**src/rtl/alu_fn_pkg.sv**
```systemverilog
package alu_fn_pkg;

  // Direction of the barrel shifter
  typedef enum logic [1:0] {
    SH_LEFT  = 2'd0,
    SH_RLOG  = 2'd1,
    SH_RARI  = 2'd2
  } shift_kind_e;

  // Bitwise operation of the logic unit
  typedef enum logic [1:0] {
    LG_AND = 2'd0,
    LG_OR  = 2'd1,
    LG_XOR = 2'd2,
    LG_NOR = 2'd3
  } logic_op_e;

  // Result source selected by the decoder
  typedef enum logic [2:0] {
    SRC_NONE  = 3'd0,
    SRC_SHIFT = 3'd1,
    SRC_ARITH = 3'd2,
    SRC_LOGIC = 3'd3,
    SRC_LESS  = 3'd4,
    SRC_PASS  = 3'd5,
    SRC_UPPER = 3'd6
  } res_src_e;

  typedef struct packed {
    logic        valid;
    res_src_e    src;
    shift_kind_e sh_kind;
    logic        sh_var;
    logic        subtract;
    logic        unsigned_op;
    logic_op_e   lg_op;
  } alu_ctrl_t;

endpackage

```
**src/rtl/alu_barrel_shift.sv**
```systemverilog
module alu_barrel_shift
  import alu_fn_pkg::*;
#(
  parameter int W = 32,
  localparam int SW = $clog2(W)
) (
  input  logic [W-1:0]  data_i,
  input  logic [SW-1:0] dist_i,
  input  shift_kind_e   kind_i,
  output logic [W-1:0]  data_o
);

  logic fill;
  logic left;
  logic [W-1:0] stage [SW+1];

  assign fill     = (kind_i == SH_RARI) & data_i[W-1];
  assign left     = (kind_i == SH_LEFT);
  assign stage[0] = data_i;

  for (genvar k = 0; k < SW; k++) begin : g_stage
    localparam int STEP = 1 << k;
    logic [W-1:0] moved;
    always_comb begin
      if (left) moved = {stage[k][W-1-STEP:0], {STEP{1'b0}}};
      else      moved = {{STEP{fill}}, stage[k][W-1:STEP]};
    end
    assign stage[k+1] = dist_i[k] ? moved : stage[k];
  end

  assign data_o = stage[SW];

  // a left shift by a nonzero distance leaves bit 0 clear
  always_comb begin
    if (left && dist_i != '0) a_r1_left_zero_fill: assert (data_o[0] == 1'b0);
  end

  // an arithmetic right shift preserves the sign bit
  always_comb begin
    if (kind_i == SH_RARI) a_r2_sign_kept: assert (data_o[W-1] == data_i[W-1]);
  end

endmodule

```
**src/rtl/alu_addsub.sv**
```systemverilog
module alu_addsub #(
  parameter int W = 32
) (
  input  logic [W-1:0] a_i,
  input  logic [W-1:0] b_i,
  input  logic         sub_i,
  output logic [W-1:0] sum_o,
  output logic         carry_o,
  output logic         ovf_o,
  output logic         lt_s_o,
  output logic         lt_u_o
);

  logic [W-1:0] b_eff;
  logic [W:0]   wide;

  assign b_eff   = b_i ^ {W{sub_i}};
  assign wide    = {1'b0, a_i} + {1'b0, b_eff} + {{W{1'b0}}, sub_i};
  assign sum_o   = wide[W-1:0];
  assign carry_o = wide[W];
  assign ovf_o   = (a_i[W-1] == b_eff[W-1]) & (sum_o[W-1] != a_i[W-1]);
  assign lt_u_o  = ~carry_o;
  assign lt_s_o  = sum_o[W-1] ^ ovf_o;

  // the no-borrow carry of a subtraction agrees with an unsigned compare
  always_comb begin
    if (sub_i) a_r6_carry_is_no_borrow: assert (carry_o == (a_i >= b_i));
  end

  // the signed less-than agrees with a signed compare
  always_comb begin
    if (sub_i) a_r9_signed_less: assert (lt_s_o == ($signed(a_i) < $signed(b_i)));
  end

endmodule

```
**src/rtl/alu_bitwise.sv**
```systemverilog
module alu_bitwise
  import alu_fn_pkg::*;
#(
  parameter int W = 32
) (
  input  logic [W-1:0] a_i,
  input  logic [W-1:0] b_i,
  input  logic_op_e    op_i,
  output logic [W-1:0] y_o
);

  always_comb begin
    unique case (op_i)
      LG_AND:  y_o = a_i & b_i;
      LG_OR:   y_o = a_i | b_i;
      LG_XOR:  y_o = a_i ^ b_i;
      default: y_o = ~(a_i | b_i);
    endcase
  end

endmodule

```
**src/rtl/word_alu.sv**
```systemverilog
module word_alu
  import alu_fn_pkg::*;
#(
  parameter int WIDTH = 32,
  parameter int FN_W  = 6,
  localparam int SHW  = $clog2(WIDTH),
  localparam int HALF = WIDTH / 2
) (
  input  logic [WIDTH-1:0] op_a_i,
  input  logic [WIDTH-1:0] op_b_i,
  input  logic [SHW-1:0]   shamt_i,
  input  logic [FN_W-1:0]  func_i,
  output logic [WIDTH-1:0] result_o,
  output logic             zero_o,
  output logic             ovf_o,
  output logic             carry_o
);

  alu_ctrl_t        ctrl;
  logic [SHW-1:0]   sh_dist;
  logic [WIDTH-1:0] sh_y, as_y, lg_y;
  logic             as_c, as_v, as_lts, as_ltu;
  logic             arith_flags;

  // Decoder: function code to control word
  always_comb begin
    ctrl = '{valid: 1'b0, src: SRC_NONE, sh_kind: SH_LEFT, sh_var: 1'b0,
             subtract: 1'b0, unsigned_op: 1'b0, lg_op: LG_AND};
    case (func_i) inside
      6'b000?00, 6'b000?10, 6'b000?11: begin
        ctrl.valid   = 1'b1;
        ctrl.src     = SRC_SHIFT;
        ctrl.sh_var  = func_i[2];
        ctrl.sh_kind = !func_i[1] ? SH_LEFT : (func_i[0] ? SH_RARI : SH_RLOG);
      end
      6'b00100?: begin
        ctrl.valid = 1'b1;
        ctrl.src   = SRC_PASS;
      end
      6'b1000??: begin
        ctrl.valid       = 1'b1;
        ctrl.src         = SRC_ARITH;
        ctrl.subtract    = func_i[1];
        ctrl.unsigned_op = func_i[0];
      end
      6'b1001??: begin
        ctrl.valid = 1'b1;
        ctrl.src   = SRC_LOGIC;
        ctrl.lg_op = logic_op_e'(func_i[1:0]);
      end
      6'b10100?: begin
        ctrl.valid = 1'b1;
        ctrl.src   = SRC_UPPER;
      end
      6'b10101?: begin
        ctrl.valid       = 1'b1;
        ctrl.src         = SRC_LESS;
        ctrl.subtract    = 1'b1;
        ctrl.unsigned_op = func_i[0];
      end
      default: ;
    endcase
  end

  assign sh_dist = ctrl.sh_var ? op_b_i[SHW-1:0] : shamt_i;

  alu_barrel_shift #(.W(WIDTH)) u_shift (
    .data_i (op_a_i),
    .dist_i (sh_dist),
    .kind_i (ctrl.sh_kind),
    .data_o (sh_y)
  );

  alu_addsub #(.W(WIDTH)) u_addsub (
    .a_i     (op_a_i),
    .b_i     (op_b_i),
    .sub_i   (ctrl.subtract),
    .sum_o   (as_y),
    .carry_o (as_c),
    .ovf_o   (as_v),
    .lt_s_o  (as_lts),
    .lt_u_o  (as_ltu)
  );

  alu_bitwise #(.W(WIDTH)) u_logic (
    .a_i  (op_a_i),
    .b_i  (op_b_i),
    .op_i (ctrl.lg_op),
    .y_o  (lg_y)
  );

  // Result select
  always_comb begin
    unique case (ctrl.src)
      SRC_SHIFT: result_o = sh_y;
      SRC_ARITH: result_o = as_y;
      SRC_LOGIC: result_o = lg_y;
      SRC_LESS:  result_o = {{(WIDTH-1){1'b0}}, ctrl.unsigned_op ? as_ltu : as_lts};
      SRC_PASS:  result_o = op_a_i;
      SRC_UPPER: result_o = {op_b_i[WIDTH-1-HALF:0], {HALF{1'b0}}};
      default:   result_o = '0;
    endcase
  end

  // Flags
  assign arith_flags = (ctrl.src == SRC_ARITH);
  assign zero_o      = ctrl.valid & ~|result_o;
  assign carry_o     = arith_flags & as_c;
  assign ovf_o       = arith_flags & ~ctrl.unsigned_op & as_v;

  // overflow only on the two signed add/subtract codes
  always_comb begin
    if (ovf_o) a_r7_ovf_signed_only: assert (func_i == 6'b100000 || func_i == 6'b100010);
  end

  // carry only on the add/subtract family
  always_comb begin
    if (carry_o) a_r12_carry_scope: assert (func_i[5:2] == 4'b1000);
  end

  // undefined codes are quiet
  always_comb begin
    if (!ctrl.valid) a_r11_undefined_quiet: assert (result_o == '0 && !zero_o && !ovf_o && !carry_o);
  end

  // set-less-than results are 0 or 1
  always_comb begin
    if (ctrl.src == SRC_LESS) a_r9_less_binary: assert (result_o[WIDTH-1:1] == '0);
  end

  // pass-through returns operand A
  always_comb begin
    if (ctrl.src == SRC_PASS) a_r3_pass_through: assert (result_o == op_a_i);
  end

endmodule

```
**config.mk**
```make
export PLATFORM = sky130hd
export DESIGN_NAME = word_alu
export DESIGN_NICKNAME = d
export VERILOG_FILES = /design/src/rtl/alu_fn_pkg.sv /design/src/rtl/alu_barrel_shift.sv /design/src/rtl/alu_addsub.sv /design/src/rtl/alu_bitwise.sv /design/src/rtl/word_alu.sv
export SDC_FILE = /design/constraint.sdc
export NUM_CORES = 1
export LEC_CHECK = 0
export ABC_AREA = 0
export BUFFER_PORTS_ARGS = -buffer_cell sky130_fd_sc_hd__buf_2
export CAP_MARGIN = 40
export CORE_ASPECT_RATIO = 1.5
export CORE_MARGIN = 3
export CORE_UTILIZATION = 46
export DETAILED_ROUTE_END_ITERATION = 8
export SETUP_SLACK_MARGIN = 0.1
export SYNTH_ARGS = -nofsm -noshare
export SYNTH_HDL_FRONTEND = slang
export SYNTH_HIERARCHICAL = 1
export SYNTH_SLANG_ARGS = --single-unit
export TNS_END_PERCENT = 10
```
**constraint.sdc**
```tcl
create_clock -name vclk -period 12.55
set_clock_uncertainty 0.15 [all_clocks]
set_input_delay 1.255 -clock vclk [all_inputs]
set_output_delay 1.255 -clock vclk [all_outputs]
set_load 0.02 [all_outputs]
```
==> flow_metrics.tcl, run 1 <==
set metrics [dict create \
    status "finished clean" \
    initial_antenna_violation_count 7 \
    cts_hold_repair.buffers 0 \
    placement.io_buffers 110 \
    boundaryPins 110 \
    place.gp.congestion 1.21 \
    post_drt_wl_per_cell_um 32.5 \
    critical_path.endpoint_type "primary output" \
    synthTopCellsByArea "sky130_fd_sc_hd__ha_1, sky130_fd_sc_hd__mux2i_1, sky130_fd_sc_hd__nand2_1" \
    hold_class "primary input to primary output" \
    crit_chain "buf_2, nor3_1, nor2b_2, buf_4, nand2_1, mux2_4, buf_4, mux2_2, a221oi_1, buf_2, o22ai_1, a21oi_1, a31oi_1, a21o_1, or4_1, or4_1, nor4_2, buf_2" \
    drt-total-wl_um 59100 \
    worst-slew-pin-transition_ps 968 \
    critical_path_class "primary input to primary output" \
    postSynthAreaPerCell_um2 6.99 \
    syn2layout_area_growth_pct 3.85 \
    synthDominantCellAreaShare_pct 11.2 \
    die_height_um 192 \
    final_layout_size_suffix_gt1_share_pct 17.2 \
    fp.coreArea_um2 22600 \
    setup_viol 0 \
    final_cell_count_no_fill 1816 \
    netlist_top_cells_count "sky130_fd_sc_hd__nand2_1, sky130_fd_sc_hd__nor2_1, sky130_fd_sc_hd__o21ai_0" \
    worst_ep_required_time_ps 11140 \
    synthCells 1525 \
    ctsResizeCount 0 \
    synth_fa_ha_area_share_pct 11.3 \
    synth_largest_area_cell "sky130_fd_sc_hd__ha_1" \
    critical_path.max_stage_delay_ps 820 \
    n_sequential_cell 0 \
    synth-xor-area-share_pct 4.93 \
    netlist-cell-type-count 116 \
    critical_path_arrival_ps 7790 \
    initial_utilization_pct 47.3 \
    row_count 67 \
    mappedNetlistArea_um2 10700 \
    critical_path.startpoint_type "primary input" \
    max_cap_check_violation_count 0 \
    globalRouteOverflowTotal 0 \
    detailroute.via_count 13451 \
    final_nets 1711 \
    finalMaxSlewViolations 0 \
    synth-simple-area-share_pct 22.9 \
    finalInstanceArea_um2 11100 \
    mux_cell_area_share_after_synthesis_pct 14.8 \
    ant_nets 0 \
    drc 0 \
    drtIter0Drc 2426 \
    synth_top_family_by_area "compound AO/OA/AOI/OAI gates" \
    synth_area_in_compound_gates_pct 35.8 \
    viasPerCell 7.41 \
    synth_fp_nets 1696 \
    seq_area_um2 0 \
    drt_pre_antenna_iters 7 \
    timing_hold_violations_final 0 \
    path_common_cell "sky130_fd_sc_hd__buf_2" \
    floorplan.die_area_um2 25100 \
    multiInputGateArea_um2 9600 \
    layout_worst_path_cycle_share_pct 73.3 \
    fill_cells 2359 \
    clk_buffers 0 \
    die-width_um 130 \
    track_usage_pct 45.3 \
    critPathMaxFanout 89 \
    placed_cell_area_um2 11000 \
    fin_setup_tns_ps 0 \
    first_global_vias 12641 \
    ys.warnings.count 6 \
    grt_max_degree 90 \
    post-place-cells 1808 \
    dp_hpwl_um 42800 \
    max_freq_ghz 0.109 \
    post_cts.repair.setup_buffers 0 \
    finalCriticalPeriod_ps 9190 \
    critical-path-slowest-cell "sky130_fd_sc_hd__buf_4" \
    rsz0062_at_grt "no" \
    slew_headroom_pct 35.5 \
    synth_most_common_cell "sky130_fd_sc_hd__nand2_1" \
    synth_seq_area_share_pct 0 \
    first_pass_grt_wire_length_um 83600 \
]
[worst paths after layout]
| kind | start | endpoint | slack, ps | depth (start not counted) |
|---|---|---|---|---|
| worst max-delay path | func_i[5] | zero_o | 3360 | 18 |
| worst min-delay path | func_i[4] | ovf_o | 2840 | 4 |
[cell families after synthesis]
family	Yosys count
XOR/XNOR	60
multiplexers	135
AND/OR/NAND/NOR	472
adder cells (fa/ha/maj)	96
buffers and inverters	215
AO/OA/AOI/OAI	547
[layout make-up]
type	count	share of cell area (%)
Multi-Input combinational cell	1310	86.7
Antenna cell	2	0.0452
Tap cell	276	3.12
Inverter	88	2.98
Timing Repair Buffer	140	7.17
[layout by cell type (no fill, tap or decap), types with 7 or more instances in the layout]
cell                       instances
sky130_fd_sc_hd__nand3_1          38
sky130_fd_sc_hd__xor2_1           38
sky130_fd_sc_hd__o221ai_1          8
sky130_fd_sc_hd__a31oi_1          24
sky130_fd_sc_hd__or3b_1           13
sky130_fd_sc_hd__nand4_1          12
sky130_fd_sc_hd__nand2b_1         20
sky130_fd_sc_hd__o21ai_0         104
sky130_fd_sc_hd__o21bai_1         12
sky130_fd_sc_hd__a311oi_1         15
sky130_fd_sc_hd__a221o_1          19
sky130_fd_sc_hd__or3_1             8
sky130_fd_sc_hd__nor2_1          103
sky130_fd_sc_hd__mux2_2           21
sky130_fd_sc_hd__o21ai_1          37
sky130_fd_sc_hd__ha_1             95
sky130_fd_sc_hd__a211o_1          12
sky130_fd_sc_hd__o21a_1           10
sky130_fd_sc_hd__nor4b_1           7
sky130_fd_sc_hd__buf_4            22
sky130_fd_sc_hd__nor3_1           33
sky130_fd_sc_hd__a211oi_1         15
sky130_fd_sc_hd__o22ai_1          27
sky130_fd_sc_hd__mux2_4           29
sky130_fd_sc_hd__a21oi_1          98
sky130_fd_sc_hd__buf_2           114
sky130_fd_sc_hd__a21o_1           25
sky130_fd_sc_hd__mux2i_1          79
sky130_fd_sc_hd__a221oi_1          7
sky130_fd_sc_hd__o31ai_1          14
sky130_fd_sc_hd__nor4_1           10
sky130_fd_sc_hd__o211ai_1         20
sky130_fd_sc_hd__xnor2_1          22
sky130_fd_sc_hd__inv_1            87
sky130_fd_sc_hd__nand2_1         151
sky130_fd_sc_hd__nor2b_1          14
[layer usage]
| metal | part of all wire (%) | GRT usage [%] | vias up | wire (um) |
|---|---|---|---|---|
| li1 | - | - | 5759 | - |
| met1 | 31 | 45.4 | 6169 | 18500 |
| met2 | 44 | 70.7 | 1071 | 25700 |
| met3 | 13 | 17.9 | 448 | 7390 |
| met5 | 0.041 | 0 | - | 24 |
| met4 | 13 | 41.8 | 4 | 7440 |
[stage by stage]
step / utilization (%) / hold WS, ps / setup WS (ps)
after floorplan: - / 2550 / 5190
after global placement: 48.6 / 2830 / 3380
after detailed placement: 48.9 / 2820 / 3550
after CTS: 48.9 / 2830 / 3540
after global routing: 49.1 / 2860 / 3130
final: 49.1 / 2840 / 3360
[worst max-delay path: cells and delay by family]
kind	cells	cell delay, ps
buffers and inverters	5	2000
AND/OR/NAND/NOR	6	1920
multiplexers	2	1180
AO/OA/AOI/OAI	5	1390
==> run 2: changes to the inputs <==
==> constraint.sdc (replaced) <==
create_clock -name vclk -period 9.3
set_clock_uncertainty 0.15 [all_clocks]
set_input_delay 0.93 -clock vclk [all_inputs]
set_output_delay 0.93 -clock vclk [all_outputs]
set_load 0.02 [all_outputs]
==> flow_metrics.tcl, run 2 (same netlist as run 1, synthesis figures left out) <==
set metrics [dict create \
    status "finished clean" \
    mostFrequentLayoutCell "sky130_fd_sc_hd__nand2_1" \
    worst-slew-pin-transition_ps 1040 \
    slew_headroom_pct 30.1 \
    drc 0 \
    layout_worst_path_cycle_share_pct 89.0 \
    cts_hold_repair.buffers 0 \
    drtIter0Drc 1888 \
    first_global_vias 13030 \
    initial_antenna_violation_count 3 \
    placement.io_buffers 110 \
    drt-total-wl_um 61700 \
    timing_hold_violations_final 0 \
    fill_cells 2328 \
    post_cts.repair.setup_buffers 0 \
    place.gp.congestion 1.14 \
    final_nets 1729 \
    ctsResizeCount 0 \
    worst_ep_required_time_ps 8220 \
    layout.core_utilization_pct 49.8 \
    dp_hpwl_um 45400 \
    syn2layout_area_growth_pct 5.35 \
    fp.coreArea_um2 22600 \
    critical_path_class "primary input to primary output" \
    post_drt_wl_per_cell_um 33.7 \
    globalRouteOverflowTotal 0 \
    initial_utilization_pct 47.3 \
    finalMaxSlewViolations 0 \
    critical_path.endpoint_type "primary output" \
    seq_area_um2 0 \
    final_layout_size_suffix_gt1_share_pct 18.2 \
    critical_path_arrival_ps 7200 \
    die-width_um 130 \
    max_freq_ghz 0.121 \
    setup_viol 0 \
    viasPerCell 7.40 \
    boundaryPins 110 \
    power_density_nw_per_um2 73.7 \
    first_pass_grt_wire_length_um 87900 \
    power.leakage_nw 5.09 \
    drt_pre_antenna_iters 7 \
    finalCriticalPeriod_ps 8280 \
    floorplan.die_area_um2 25100 \
    die_height_um 192 \
    critPathMaxFanout 59 \
    max_cap_check_violation_count 0 \
    detailroute.via_count 13556 \
    row_count 67 \
    multiInputGateArea_um2 9600 \
    clk_buffers 0 \
    leading_cell_types_in_the_layout_fill_and_taps_excluded "sky130_fd_sc_hd__nand2_1, sky130_fd_sc_hd__buf_2, sky130_fd_sc_hd__o21ai_0" \
    n_sequential_cell 0 \
    hold_class "primary input to primary output" \
    vdd.ir_drop.worst_uv 43.6 \
    track_usage_pct 47.9 \
    rsz0062_at_grt "no" \
    ant_nets 0 \
    fin_setup_tns_ps 0 \
    critical_path.startpoint_type "primary input" \
    grt_max_degree 62 \
]
-- run 2: changes by cell type in the layout (fill, tap and decap cells not counted) --
| cell | change |
|---|---|
| sky130_fd_sc_hd__diode_2 | -1 |
| sky130_fd_sc_hd__buf_16 | -1 |
| sky130_fd_sc_hd__buf_4 | +16 |
| sky130_fd_sc_hd__buf_12 | +4 |
| sky130_fd_sc_hd__buf_2 | +1 |
| sky130_fd_sc_hd__buf_1 | -1 |
| sky130_fd_sc_hd__clkdlybuf4s15_2 | -1 |
-- run 2: final cells by class --
class              count  share of cell area, %
repair buffers       158                   8.51
multi-input cells   1310                   85.4
well taps            276                   3.08
diodes                 1                 0.0223
inverters             88                   2.94
-- run 2: per-layer routing --
layer	GRT usage [%]	part of all wire (%)	routed length, um
met1	47.8	31	19300
met4	48.0	14	8370
met2	75.2	44	27100
met5	0	0.032	20
met3	16.2	11	6980
-- run 2: worst max-delay path, stage by stage --
cell and delay [ps]:
sky130_fd_sc_hd__buf_2 290, sky130_fd_sc_hd__nor3_1 370, sky130_fd_sc_hd__nor2b_2 200, sky130_fd_sc_hd__buf_4 330, sky130_fd_sc_hd__nand2_1 500, sky130_fd_sc_hd__mux2_4 820, sky130_fd_sc_hd__buf_4 410, sky130_fd_sc_hd__nor2b_1 450
sky130_fd_sc_hd__o211ai_1 200, sky130_fd_sc_hd__o211a_1 350, sky130_fd_sc_hd__o211ai_1 350, sky130_fd_sc_hd__a21bo_2 270, sky130_fd_sc_hd__a211o_1 320, sky130_fd_sc_hd__a221o_1 360, sky130_fd_sc_hd__nor4_1 350, sky130_fd_sc_hd__nand3_1 200
sky130_fd_sc_hd__nor4_2 240, sky130_fd_sc_hd__buf_2 230
-- run 2: worst paths after layout --
check                 start          end  slack (ps)  depth (start not counted)
setup / recovery  func_i[5]       zero_o        1020                         18
hold / removal    func_i[3]  result_o[0]        2180                          4
-- run 2: through the flow --
step	hold slack, ps	instances	setup WS [ps]	instance area [um2]	power [mW]
after global placement	2170	1820	1320	11100	0.766
after detailed placement	2170	1828	1400	11200	0.772
after floorplan	1900	1525	2590	10700	0.500
after CTS	2170	1828	1400	11200	0.774
final	2180	1833	1020	11200	0.828
after global routing	2230	1832	815	11200	0.862
-- run 2: report_power, final --
part / switching, mW / leakage (nW) / internal, mW
logic: 0.548 / 5.09 / 0.280
registers: 0 / 0 / 0
clock network: 0 / 0.00000613 / 0.0000000258
total: 0.548 / 5.09 / 0.280
(Power assumes the default switching activity.)
==> run 3: changes to the inputs <==
--- a/config.mk
+++ b/config.mk
@@ -10,8 +10,9 @@
 export CAP_MARGIN = 40
 export CORE_ASPECT_RATIO = 1.5
 export CORE_MARGIN = 3
-export CORE_UTILIZATION = 46
+export CORE_UTILIZATION = 64
 export DETAILED_ROUTE_END_ITERATION = 8
+export PLACE_DENSITY = 0.86
 export SETUP_SLACK_MARGIN = 0.1
 export SYNTH_ARGS = -nofsm -noshare
 export SYNTH_HDL_FRONTEND = slang
==> flow_metrics.tcl, run 3 <==
set metrics [dict create \
    cts_hold_repair.buffers 0 \
    status "stopped before the end" \
    synth_seq_area_share_pct 0 \
    failed_stage "global routing (5_1_grt)" \
    synth_most_common_cell "sky130_fd_sc_hd__nand2_1" \
    synthDominantCellAreaShare_pct 11.2 \
    first_pass_grt_wire_length_um 85000 \
    grt_max_degree 81 \
    ys.warnings.count 6 \
    netlist_top_cells_count "sky130_fd_sc_hd__nand2_1, sky130_fd_sc_hd__nor2_1, sky130_fd_sc_hd__o21ai_0" \
    die-width_um 111 \
    first-error "[ERROR GRT-0116] Global routing finished with congestion. Check the congestion regions in the DRC Viewer." \
    post-place-cells 1742 \
    synthCells 1525 \
    netlist-cell-type-count 116 \
    first_global_vias 13917 \
    placed_cell_area_um2 11000 \
    dp_hpwl_um 39900 \
    post_cts.repair.setup_buffers 0 \
    boundaryPins 110 \
    track_usage_pct 61.0 \
    ctsResizeCount 0 \
    globalRouteOverflowTotal 3 \
    row_count 57 \
    die_height_um 164 \
    synth_fp_nets 1696 \
    placement.io_buffers 110 \
    mappedNetlistArea_um2 10700 \
    synth_largest_area_cell "sky130_fd_sc_hd__ha_1" \
    synthTopCellsByArea "sky130_fd_sc_hd__ha_1, sky130_fd_sc_hd__mux2i_1, sky130_fd_sc_hd__nand2_1" \
    postSynthAreaPerCell_um2 6.99 \
    place.gp.congestion 1.37 \
    initial_utilization_pct 65.6 \
]
==> run 3: cell families after synthesis <==
kind of cell               synth area share [%]
AOI/OAI and AO/OA                          35.8
and+or+nand+nor                            22.9
buffers and inverters                      10.2
muxes                                      14.8
adders and majority gates                  11.3
xor gates and xnor gates                   4.93
==> run 3: stage by stage <==
step                hold slack (ps)  setup slack [ps]
floorplan                      1900              2590
global placement               2180              1710
detailed placement             2180              1570
CTS                            2180              1540
==> run 3: per-layer routing <==
layer,global-route usage [%],GRT overflow
met1,57.3,0
met2,85.9,1
met3,38.1,0
met4,65.3,2
met5,6.67,0
==> run 4: changes to the inputs <==
--- a/config.mk
+++ b/config.mk
@@ -8,12 +8,10 @@
 export ABC_AREA = 0
 export BUFFER_PORTS_ARGS = -buffer_cell sky130_fd_sc_hd__buf_2
 export CAP_MARGIN = 40
-export CORE_ASPECT_RATIO = 1.5
 export CORE_MARGIN = 3
-export CORE_UTILIZATION = 64
+export CORE_UTILIZATION = 40
 export DETAILED_ROUTE_END_ITERATION = 8
-export PLACE_DENSITY = 0.86
-export SETUP_SLACK_MARGIN = 0.1
+export PLACE_DENSITY_LB_ADDON = 0.15
 export SYNTH_ARGS = -nofsm -noshare
 export SYNTH_HDL_FRONTEND = slang
 export SYNTH_HIERARCHICAL = 1
==> flow_metrics.tcl, run 4 (same netlist as run 1, synthesis figures left out) <==
set metrics [dict create \
    hold_path_end "ovf_o" \
    post_cts.repair.setup_buffers 0 \
    dr_wl_met3_um 6910 \
    final_cell_count_no_fill 1873 \
    drc 0 \
    internal_power_mw 0.270 \
    boundaryPins 110 \
    viasPerCell 6.88 \
    critPathMaxFanout 35 \
    setup_viol 0 \
    pre_cts_ws_ps 1660 \
    globalRouteOverflowTotal 0 \
    ant_nets 0 \
    place.gp.congestion 1.11 \
    finalInstanceArea_um2 11100 \
    grt_max_degree 49 \
    drt-total-wl_um 52500 \
    syn2layout_area_growth_pct 4.41 \
    worst_ep_required_time_ps 8220 \
    post_layout_worst_setup_margin_ps 1330 \
    fin_setup_tns_ps 0 \
    detailed_routed_wire_length_on_met2_um 20700 \
    fp.coreArea_um2 26100 \
    rsz0062_at_grt "no" \
    critical_path.endpoint_type "primary output" \
    wirelength_met1_um 22700 \
    hold-path-cell-count 4 \
    row_count 59 \
    critical_path_class "primary input to primary output" \
    track_usage_pct 34.7 \
    max_freq_ghz 0.125 \
    hold_class "primary input to primary output" \
    floorplan.die_area_um2 28600 \
    timing_hold_violations_final 0 \
    die_height_um 169 \
    first_global_vias 11652 \
    critical_path.startpoint_type "primary input" \
    final_nets 1711 \
    seq_area_um2 0 \
    final_layout_size_suffix_gt1_share_pct 17.2 \
    dp_hpwl_um 40000 \
    slew_headroom_pct 33.1 \
    cts_hold_repair.buffers 0 \
    fill_cells 2848 \
    power.leakage_nw 4.98 \
    critical_path_arrival_ps 6890 \
    status "finished clean" \
    placed_cell_area_um2 11100 \
    ctsResizeCount 0 \
    power_density_nw_per_um2 69.3 \
    die-width_um 169 \
    routed.top_layer "met5" \
    layout_worst_path_cycle_share_pct 85.7 \
    min_from "func_i[4]" \
    mostFrequentLayoutCell "sky130_fd_sc_hd__nand2_1" \
    post_drt_wl_per_cell_um 28.1 \
    leading_cell_types_in_the_layout_fill_and_taps_excluded "sky130_fd_sc_hd__nand2_1, sky130_fd_sc_hd__buf_2, sky130_fd_sc_hd__o21ai_0" \
    finalCriticalPeriod_ps 7970 \
    clk_buffers 0 \
    power.share.switching_pct 65.0 \
    finalMaxSlewViolations 0 \
    placement.io_buffers 110 \
    p_sw_mw 0.501 \
    detailroute.via_count 12884 \
    drt_pre_antenna_iters 8 \
    diodes 0 \
    n_sequential_cell 0 \
    comb_power_share_pct 100.0 \
    first_pass_grt_wire_length_um 76700 \
    max_cap_check_violation_count 0 \
    power.clock.fraction_pct 0 \
    drtIter0Drc 2181 \
    power_frac_seq_pct 0 \
    post-place-cells 1873 \
    worst-slew-pin-transition_ps 991 \
    initial_utilization_pct 40.8 \
    initial_antenna_violation_count 1 \
    vdd.ir_drop.worst_uv 26.6 \
]
run 4: worst max-delay path, stage by stage:
cell	delay (ps)
sky130_fd_sc_hd__buf_2	290
sky130_fd_sc_hd__nor3_1	350
sky130_fd_sc_hd__nor2b_2	190
sky130_fd_sc_hd__buf_4	320
sky130_fd_sc_hd__nand2_1	230
sky130_fd_sc_hd__mux2_2	840
sky130_fd_sc_hd__buf_4	490
sky130_fd_sc_hd__nand2b_1	270
sky130_fd_sc_hd__a21oi_1	80
sky130_fd_sc_hd__nor3_2	500
sky130_fd_sc_hd__o32ai_1	150
sky130_fd_sc_hd__nor3_1	360
sky130_fd_sc_hd__o221ai_1	270
sky130_fd_sc_hd__a222oi_1	360
sky130_fd_sc_hd__o21ai_0	180
sky130_fd_sc_hd__or4_1	550
sky130_fd_sc_hd__nor4_2	270
sky130_fd_sc_hd__buf_2	210
run 4: worst max path at each step:
stage | from | to | slack (ps) | cells after the start
2_1_floorplan | func_i[5] | zero_o | 2590 | 19
3_3_place_gp | func_i[5] | zero_o | 1740 | 18
3_5_place_dp | func_i[5] | zero_o | 1660 | 18
4_1_cts | func_i[5] | zero_o | 1620 | 18
5_1_grt | func_i[5] | zero_o | 1130 | 18
6_report | func_i[5] | zero_o | 1330 | 18
run 4: stage by stage:
stage          hold WS [ps]  total power, mW  utilization (%)
5_1_grt                2210            0.815             42.6
3_3_place_gp           2170            0.738             42.5
4_1_cts                2170            0.738             42.6
2_1_floorplan          1900            0.500                -
6_report               2190            0.771             42.6
3_5_place_dp           2170            0.736             42.6
run 4: power by group through the flow:
stage	clock (mW)	sequential, mW	combinational, mW
after floorplan	0	0	0.500
after global placement	0	0	0.738
after detailed placement	0	0	0.736
after CTS	0	0	0.738
after global routing	0	0	0.815
final	0	0	0.771
run 4: final cells by class:
class,instances,area [um2],area share [%]
multi-input combinational,1310,9590,86.2
inverter,88,330,2.97
tap,335,419,3.77
timing repair buffer,140,786,7.06
run 4: layer usage:
layer / up-vias / GRT usage (%)
li1: 5751 / -
met1: 6083 / 50.7
met2: 894 / 48.4
met3: 154 / 9.64
met4: 2 / 12.1
met5: - / 0
